$ cat src/rtl/rxa_pkg.sv
`timescale 1ns/1ps
package rxa_pkg;
  typedef enum logic [1:0] {
    ST_IDLE = 2'd0,
    ST_WAIT = 2'd1,
    ST_OUT  = 2'd2,
    ST_HALT = 2'd3
  } rxa_state_t;
endpackage

$ cat src/rtl/rxa_slot_timer.sv
`timescale 1ns/1ps
module rxa_slot_timer #(
  parameter int CLKS_PER_BIT = 5
) (
  input  logic clk,
  input  logic rst,
  input  logic run,
  output logic tick
);
  localparam int PW = (CLKS_PER_BIT > 2) ? $clog2(CLKS_PER_BIT) : 1;
  localparam logic [PW-1:0] LAST = PW'(CLKS_PER_BIT - 1);

  logic [PW-1:0] phase;

  always_ff @(posedge clk) begin
    if (rst || !run) begin
      phase <= '0;
    end else if (phase == LAST) begin
      phase <= '0;
    end else begin
      phase <= phase + 1'b1;
    end
  end

  assign tick = run && (phase == LAST);
endmodule

$ cat src/rtl/rxa_shifter.sv
`timescale 1ns/1ps
module rxa_shifter #(
  parameter int BYTE_W     = 8,
  parameter int STUFF_WRAP = 8
) (
  input  logic              clk,
  input  logic              rst,
  input  logic              clr,
  input  logic              tick,
  input  logic              ser_bit,
  input  logic              ser_stuffed,
  output logic              byte_done,
  output logic [BYTE_W-1:0] byte_val,
  output logic              byte_drop
);
  localparam int BCW = $clog2(BYTE_W);
  localparam int SCW = $clog2(STUFF_WRAP);
  localparam logic [BCW-1:0] BIT_LAST   = BCW'(BYTE_W - 1);
  localparam logic [SCW-1:0] STUFF_LAST = SCW'(STUFF_WRAP - 1);

  logic [BYTE_W-1:0] hold;
  logic [BCW-1:0]    bit_cnt;
  logic [SCW-1:0]    stuff_cnt;
  logic              drop;
  logic              data_slot;
  logic              stuff_slot;

  assign data_slot  = tick && !ser_stuffed;
  assign stuff_slot = tick && ser_stuffed;
  assign byte_done  = data_slot && (bit_cnt == BIT_LAST);
  assign byte_val   = {ser_bit, hold[BYTE_W-1:1]};
  assign byte_drop  = drop;

  always_ff @(posedge clk) begin
    if (rst || clr) begin
      hold      <= '0;
      bit_cnt   <= '0;
      stuff_cnt <= '0;
      drop      <= 1'b0;
    end else begin
      if (stuff_slot) begin
        if (stuff_cnt == STUFF_LAST) begin
          stuff_cnt <= '0;
          drop      <= 1'b1;
        end else begin
          stuff_cnt <= stuff_cnt + 1'b1;
        end
      end
      if (data_slot) begin
        hold <= byte_val;
        if (byte_done) begin
          bit_cnt <= '0;
          drop    <= 1'b0;
        end else begin
          bit_cnt <= bit_cnt + 1'b1;
        end
      end
    end
  end
endmodule

$ cat src/rtl/rxa_ctrl.sv
`timescale 1ns/1ps
module rxa_ctrl
  import rxa_pkg::*;
#(
  parameter int BYTE_W = 8
) (
  input  logic              clk,
  input  logic              rst,
  input  logic              pkt_active,
  input  logic              err,
  input  logic              byte_done,
  input  logic              byte_drop,
  input  logic [BYTE_W-1:0] byte_val,
  output logic [BYTE_W-1:0] rx_data,
  output logic              rx_valid
);
  rxa_state_t state;
  logic       waiting;
  logic       load;

  assign waiting = (state == ST_IDLE) || (state == ST_WAIT);
  assign load    = pkt_active && !err && waiting && byte_done && !byte_drop;

  always_ff @(posedge clk) begin
    if (rst) begin
      state <= ST_IDLE;
    end else if (!pkt_active) begin
      state <= ST_IDLE;
    end else if (err) begin
      state <= ST_HALT;
    end else begin
      case (state)
        ST_IDLE, ST_WAIT: state <= load ? ST_OUT : ST_WAIT;
        ST_OUT:           state <= ST_WAIT;
        default:          state <= ST_HALT;
      endcase
    end
  end

  always_ff @(posedge clk) begin
    if (rst) begin
      rx_data <= '0;
    end else if (load) begin
      rx_data <= byte_val;
    end
  end

  assign rx_valid = (state == ST_OUT);
endmodule

$ cat src/rtl/rx_byte_gather.sv
`timescale 1ns/1ps
module rx_byte_gather #(
  parameter int CLKS_PER_BIT = 5,
  parameter int BYTE_W       = 8,
  parameter int STUFF_WRAP   = 8
) (
  input  logic              clk,
  input  logic              rst,
  input  logic              pkt_active,
  input  logic              ser_bit,
  input  logic              ser_stuffed,
  input  logic              ser_err,
  output logic [BYTE_W-1:0] rx_data,
  output logic              rx_valid
);
  logic              tick;
  logic              byte_done;
  logic              byte_drop;
  logic [BYTE_W-1:0] byte_val;

  rxa_slot_timer #(
    .CLKS_PER_BIT(CLKS_PER_BIT)
  ) i_timer (
    .clk (clk),
    .rst (rst),
    .run (pkt_active),
    .tick(tick)
  );

  rxa_shifter #(
    .BYTE_W    (BYTE_W),
    .STUFF_WRAP(STUFF_WRAP)
  ) i_shift (
    .clk        (clk),
    .rst        (rst),
    .clr        (!pkt_active),
    .tick       (tick),
    .ser_bit    (ser_bit),
    .ser_stuffed(ser_stuffed),
    .byte_done  (byte_done),
    .byte_val   (byte_val),
    .byte_drop  (byte_drop)
  );

  rxa_ctrl #(
    .BYTE_W(BYTE_W)
  ) i_ctrl (
    .clk       (clk),
    .rst       (rst),
    .pkt_active(pkt_active),
    .err       (ser_err),
    .byte_done (byte_done),
    .byte_drop (byte_drop),
    .byte_val  (byte_val),
    .rx_data   (rx_data),
    .rx_valid  (rx_valid)
  );
endmodule

$ cat config.mk
export PLATFORM = sky130hd
export DESIGN_NAME = rx_byte_gather
export DESIGN_NICKNAME = d
export VERILOG_FILES = /design/src/rtl/rxa_pkg.sv /design/src/rtl/rxa_slot_timer.sv /design/src/rtl/rxa_shifter.sv /design/src/rtl/rxa_ctrl.sv /design/src/rtl/rx_byte_gather.sv
export SDC_FILE = /design/constraint.sdc
export NUM_CORES = 1
export LEC_CHECK = 0
export ABC_AREA = 1
export BUFFER_PORTS_ARGS = -buffer_cell sky130_fd_sc_hd__buf_2
export CORE_MARGIN = 8
export CORE_UTILIZATION = 56
export DETAILED_ROUTE_END_ITERATION = 10
export GPL_TIMING_DRIVEN = 0
export MAX_ROUTING_LAYER = met4
export PLACE_DENSITY = 0.77
export SLEW_MARGIN = 20
export SYNTH_ARGS = -nofsm -noshare
export SYNTH_HDL_FRONTEND = slang
export SYNTH_HIERARCHICAL = 1
export SYNTH_SLANG_ARGS = --single-unit
$ cat constraint.sdc
create_clock -name clk -period 1.67 [get_ports clk]
set_input_delay 0.167 -clock clk [delete_from_list [all_inputs] [get_ports clk]]
set_output_delay 0.167 -clock clk [all_outputs]
set_load 0.02 [all_outputs]
=== After elaboration in Yosys (flattened, before gate mapping) ===
Index checks and enable logic that the tools add are counted.

* $mul: 0
* Shift operators: 0
* Divide/modulo/power cells: 0
* Magnitude comparators: 0
* Add/subtract/negate cells: 3
* Equality and inequality tests: 5
* Bitwise operators: 1
* Reduce and logical (&&, ||, !) cells: 18
* Multiplexer cells: 9

{| class="wikitable"
|+ Operators with widths
! kind !! number
|-
| 3-bit by 1-bit adder with 3-bit output (second input constant) || 3
|-
| 3-bit == test (second input constant) || 3
|-
| 1-bit logical AND || 8
|-
| 3-bit 2-to-1 mux || 2
|-
| 2-bit OR reduction || 3
|-
| 1-bit logical NOT || 4
|-
| 1-bit 2-to-1 mux || 4
|-
| 2-bit 2-to-1 mux || 2
|-
| 2-bit one-hot mux with 2 select lines || 1
|-
| 2-bit by 1-bit == test with 1-bit output (second input constant) || 1
|-
| 2-bit == test (second input constant) || 1
|-
| 2-bit logical NOT || 1
|-
| 1-bit logical OR || 2
|-
| 1-bit NOT || 1
|}

* Bits in registers: 28
* Memories: 0
* RAM bits: 0
* Memory bits (read-only): 0
* Latch bits: 0
* Output and inout port bits: 9
* Word-level logic and storage cells: 43

=== Depth between registers and ports, before layout ===
* Depth after elaboration: 9
* Gate-level depth with buffers: 11
* Mapped depth without buffers: 11

=== Cells and area by module ===
Netlist, hierarchy kept.

{| class="wikitable"
|+ Modules (own cells, without submodules)
! module !! seq. area each (sq um) !! instances !! cells each !! area an instance (sq um)
|-
| rxa_shifter || 280.3 || 1 || 94 || 670.6
|-
| rxa_ctrl || 200.2 || 1 || 65 || 481.7
|-
| rxa_slot_timer || 60.1 || 1 || 21 || 147.6
|-
| rx_byte_gather || 0.0 || 1 || 1 || 3.8
|}

=== Worst setup path after synthesis ===
No wires, ideal clock.

* Kind: reg2reg
* Start point: reg i_timer.phase[0]
* End point: reg i_ctrl.rx_data[0]
* Setup time: 0.113 ns
* Arrival: 1.349 ns
* Stages on the path, launching flop included: 12
* Clock period less this slack: 1.462 ns
* Slack: 0.208 ns
* Path through: dfxtp_1 > inv_1 > ha_1 > nand2_1 > nor2_1 > nand3_2 > inv_1 > inv_1 > nor2_4 > nand4_1 > nand2_1 > nor2_1

* Cells in the longest elaborated chain, start to end: 6

{| class="wikitable"
|+ RTL lines
! element !! line !! text
|-
| start, declared || rxa_slot_timer.sv:13 || <nowiki>logic [PW-1:0] phase;</nowiki>
|-
| start signal, assigned || rxa_slot_timer.sv:21 || <nowiki>phase <= phase + 1'b1;</nowiki>
|-
| 3-bit == test || rxa_slot_timer.sv:25 || <nowiki>assign tick = run && (phase == LAST);</nowiki>
|-
| 1-bit logical AND || rxa_slot_timer.sv:25 ||
|-
| via tick || rx_byte_gather.sv:16 || <nowiki>logic tick;</nowiki>
|-
| 1-bit logical AND || rxa_shifter.sv:28 || <nowiki>assign data_slot = tick && !ser_stuffed;</nowiki>
|-
| 1-bit logical AND || rxa_shifter.sv:30 || <nowiki>assign byte_done = data_slot && (bit_cnt == BIT_LAST);</nowiki>
|-
| via byte_done || rx_byte_gather.sv:17 || <nowiki>logic byte_done;</nowiki>
|-
| 1-bit logical AND (2 in a row) || rxa_ctrl.sv:22 || <nowiki>assign load = pkt_active && !err && waiting && byte_done && !byte_drop;</nowiki>
|-
| end signal, assigned || rxa_ctrl.sv:44 || <nowiki>rx_data <= byte_val;</nowiki>
|-
| end, declared || rxa_ctrl.sv:14 || <nowiki>output logic [BYTE_W-1:0] rx_data,</nowiki>
|}

The timed path passes the listed nets, and every way through them passes these cells.
A chain may end at the register's enable or synchronous reset.

=== Worst setup path after layout ===
* Start point: reg i_timer.phase[1]
* End point: reg i_ctrl.rx_data[6]

Same word-level chain as after synthesis.

==> key figures <==
Worst setup path
  – CP max stage delay: 0.35 ns
  – Crit end category: register
  – Crit Path Category: reg2reg
  – Family with the most delay on the worst path: simple AND/OR/NAND/NOR gates
  – Worst Path Required: around 1.9 ns
  – CP Buf/Inv Count: 3
  – CP startpoint kind: register
  – Slowest stage cell, crit path: dfxtp_2
  – Crit path max fanout: 5
  – Arr. time, crit path: approximately 1.8 ns
  – Worst-path cell chain: inv_2, ha_4, nand2_2, nor2_4, nand3_2, inv_2, inv_4, nor2_4, nand4_1, nand2_1, nor2_1

Run status
  – Status: complete, no violations

Die
  – IO Pins: 15
  – # rows: 17
  – Die width: approximately 64 um
  – Initial core utilization: 58.9%
  – Die Y: between 60 and 70 um
  – Core area: approximately 2200 um2
  – Die area: roughly 4100 um2

Final layout
  – Most frequent cells in the layout: 46 x nor2_1, 34 x nand2_1, 25 x dfxtp_1
  – Ant diodes: 0
  – Nets@finish: between 200 and 250
  – Synth-to-layout area growth: 13.6%
  – Most common cell after layout, fill and taps aside: nor2_1
  – Share of layout cells above drive strength 1: around 22%
  – # fillers: about 210

Route
  – TritonRoute pass-1 iters: 4
  – DR iter-0 viols: 40
  – Post-DR vias/cell: slightly below 5
  – # DRC: 0
  – Total number of vias: 1109
  – Average wire per standard cell: between 10 and 15 um
  – Routed WL: around 2.5 mm
  – Routed Antenna Nets: 0

Synthesis
  – Number of synthesized register bits: 27
  – Synthesized area: between 1000 and 1500 um2
  – Synth cell types: 20
  – Cells after Synth: 181
  – Ys Warns: 6
  – Post-Syn Area per Cell: between 7 and 8 um2
  – Seq/Total Area, Yosys: between 40% and 50%
  – Syn nets: ~190

Clock tree
  – Num CTS Buffers: 3
  – Clk_lat worst skew: approximately 0.31 ns
  – Clk sink count: 27
  – Clock-pin slew on the worst setup and hold paths: 0.14 ns
  – H-tree levels: 1
  – Root Buffer: clkbuf_4
  – # hold bufs at CTS: 0
  – CTS tree: done
  – Clock Path Buffers: 2

Power
  – VDD IR max: just over 0.4 mV
  – PwrDens: around 680 nW/um2
  – Leak: 0.659 nW
  – Total power draw: ~0.0010 W

GRT
  – Largest net degree at the start of global routing: 15
  – Grt total ovfl: 0
  – Antenna violations before repair: 0
  – Vias in the first global route: between 1000 and 1500
  – First-pass GRT wire length: between 4 and 5 mm
  – Tot GR Track Use: between 10% and 20%

Timing
  – Total negative slack: 0 ns
  – Max Fclk: around 660 MHz
  – Final hold violation count: 0
  – Max Slew Vio Count: 0
  – Final setup viols: 0
  – Layout Skew: between 0.002 and 0.003 ns
  – RSZ-0062 raised after global routing: false
  – Min cycle time layout: around 1.5 ns
  – Hold WS: between 0.1 and 0.15 ns
  – Least-Margin Pin Slew: ~0.28 ns
  – Crit share post-route: 90.8%
  – Slew margin rel.: just over 80%
  – Setup ws final: about 0.15 ns

Place
  – GPL Wtd Cong: ~0.80
  – PortBufs: 14
  – Post-DP HPWL: between 1.5 and 2 mm
  – Worst slack, placed: -0.0340 ns

Run
  – Max Cap Viol: 0

Min path
  – Tightest Hold Check Type: in2reg
-- cells in the mapped netlist --
library cell | number | area, um2
a21oi_1 | 3 | 15.0
buf_2 | 3 | 15.0
buf_4 | 2 | 15.0
clkinv_1 | 2 | 7.51
dfxtp_1 | 27 | 541
ha_1 | 6 | 75.1
inv_1 | 24 | 90.1
inv_2 | 3 | 11.3
nand2_1 | 35 | 131
nand2_2 | 1 | 6.26
nand2_4 | 1 | 11.3
nand3_1 | 4 | 20.0
nand3_2 | 1 | 10.0
nand3b_1 | 8 | 60.1
nand4_1 | 8 | 50.1
nor2_1 | 47 | 176
nor2_2 | 2 | 12.5
nor2_4 | 1 | 11.3
nor2_8 | 2 | 40.0
o21ai_1 | 1 | 5.00
-- routing by layer --
| layer | global-route usage (%) | routed length (um) | share of wire [%] |
|---|---|---|---|
| met1 | 13.9 | 1120 | 46 |
| met2 | 20.4 | 1160 | 47 |
| met3 | 3.14 | 138 | 5.6 |
| met4 | 5.45 | 38 | 1.5 |
| met5 | - | 0 | 0 |
-- worst paths after layout --
kind                                                  start                           endpoint  slack [ns]  depth (start not counted)
worst max-delay path            i_timer/phase[1]$_SDFF_PP0_     i_ctrl/rx_data[6]$_SDFFE_PP0P_        0.15                         11
worst min-delay path                            ser_stuffed  i_shift/stuff_cnt[0]$_SDFFE_PP0N_        0.15                          3
worst max register to register  i_timer/phase[1]$_SDFF_PP0_     i_ctrl/rx_data[6]$_SDFFE_PP0P_        0.15                         11
worst min register to register  i_timer/phase[0]$_SDFF_PP0_        i_timer/phase[0]$_SDFF_PP0_        0.44                          1
-- registers in the layout (all words and copies together), names as in the netlist --
register / flops
i_timer/phase: 3
i_shift/hold: 7
i_ctrl/rx_data: 8
i_shift/bit_cnt: 3
i_ctrl/state: 2
i_shift/byte_drop: 1
i_shift/stuff_cnt: 3
-- layout make-up --
| cell class | count | area [um2] | share of cell area, % |
|---|---|---|---|
| buffer | 5 | 30.0 | 2.03 |
| clock buffer | 4 | 26.3 | 1.77 |
| inverter | 29 | 111 | 7.52 |
| multi-input combinational | 121 | 658 | 44.4 |
| sequential | 27 | 543 | 36.7 |
| tap | 28 | 35.0 | 2.36 |
| timing repair buffer | 15 | 77.6 | 5.24 |
-- report_power, final --
group | total (W) | switching, W | internal [W]
Clock | 0.000272 | 0.000179 | 0.0000932
Combinational | 0.0000758 | 0.0000487 | 0.0000271
Sequential | 0.000655 | 0.00000506 | 0.000649
Total | 0.00100 | 0.000233 | 0.000770
-- tightest hold or removal path: cells and delay by family --
kind	cells	cell delay, ns
buffers and inverters	1	0.13
and+or+nand+nor	1	0.08
AOI/OAI and AO/OA	1	0.06
-- per-stage QoR --
step                      instance area, um2  utilization [%]  cells
after global placement                  1410             63.7    223
after detailed placement                1410             63.7    223
after CTS                               1440             65.0    227
final                                   1480             67.0    229
after global routing                    1480             67.0    229
after floorplan                         1300                -    181
-- logic make-up (layout without fill, tap and decap cells) --
logic type / after synthesis / in the layout / synth area share [%]
buffers and inverters: 34 / 53 / 10.7
adders and majority gates: 6 / 6 / 5.76
DFF: 27 / 27 / 41.5
and+or+nand+nor: 110 / 111 / 40.6
AOI/OAI and AO/OA: 4 / 4 / 1.53
-- what timing repair did --
action | CTS | global route
pin swaps | 0 | 6
setup buffers | 0 | 1
gates cloned | 0 | 1
gates resized for setup | 1 | 12
endpoints found under the setup margin | 9 | 9
Note: power is estimated with default switching activity, not from simulation.
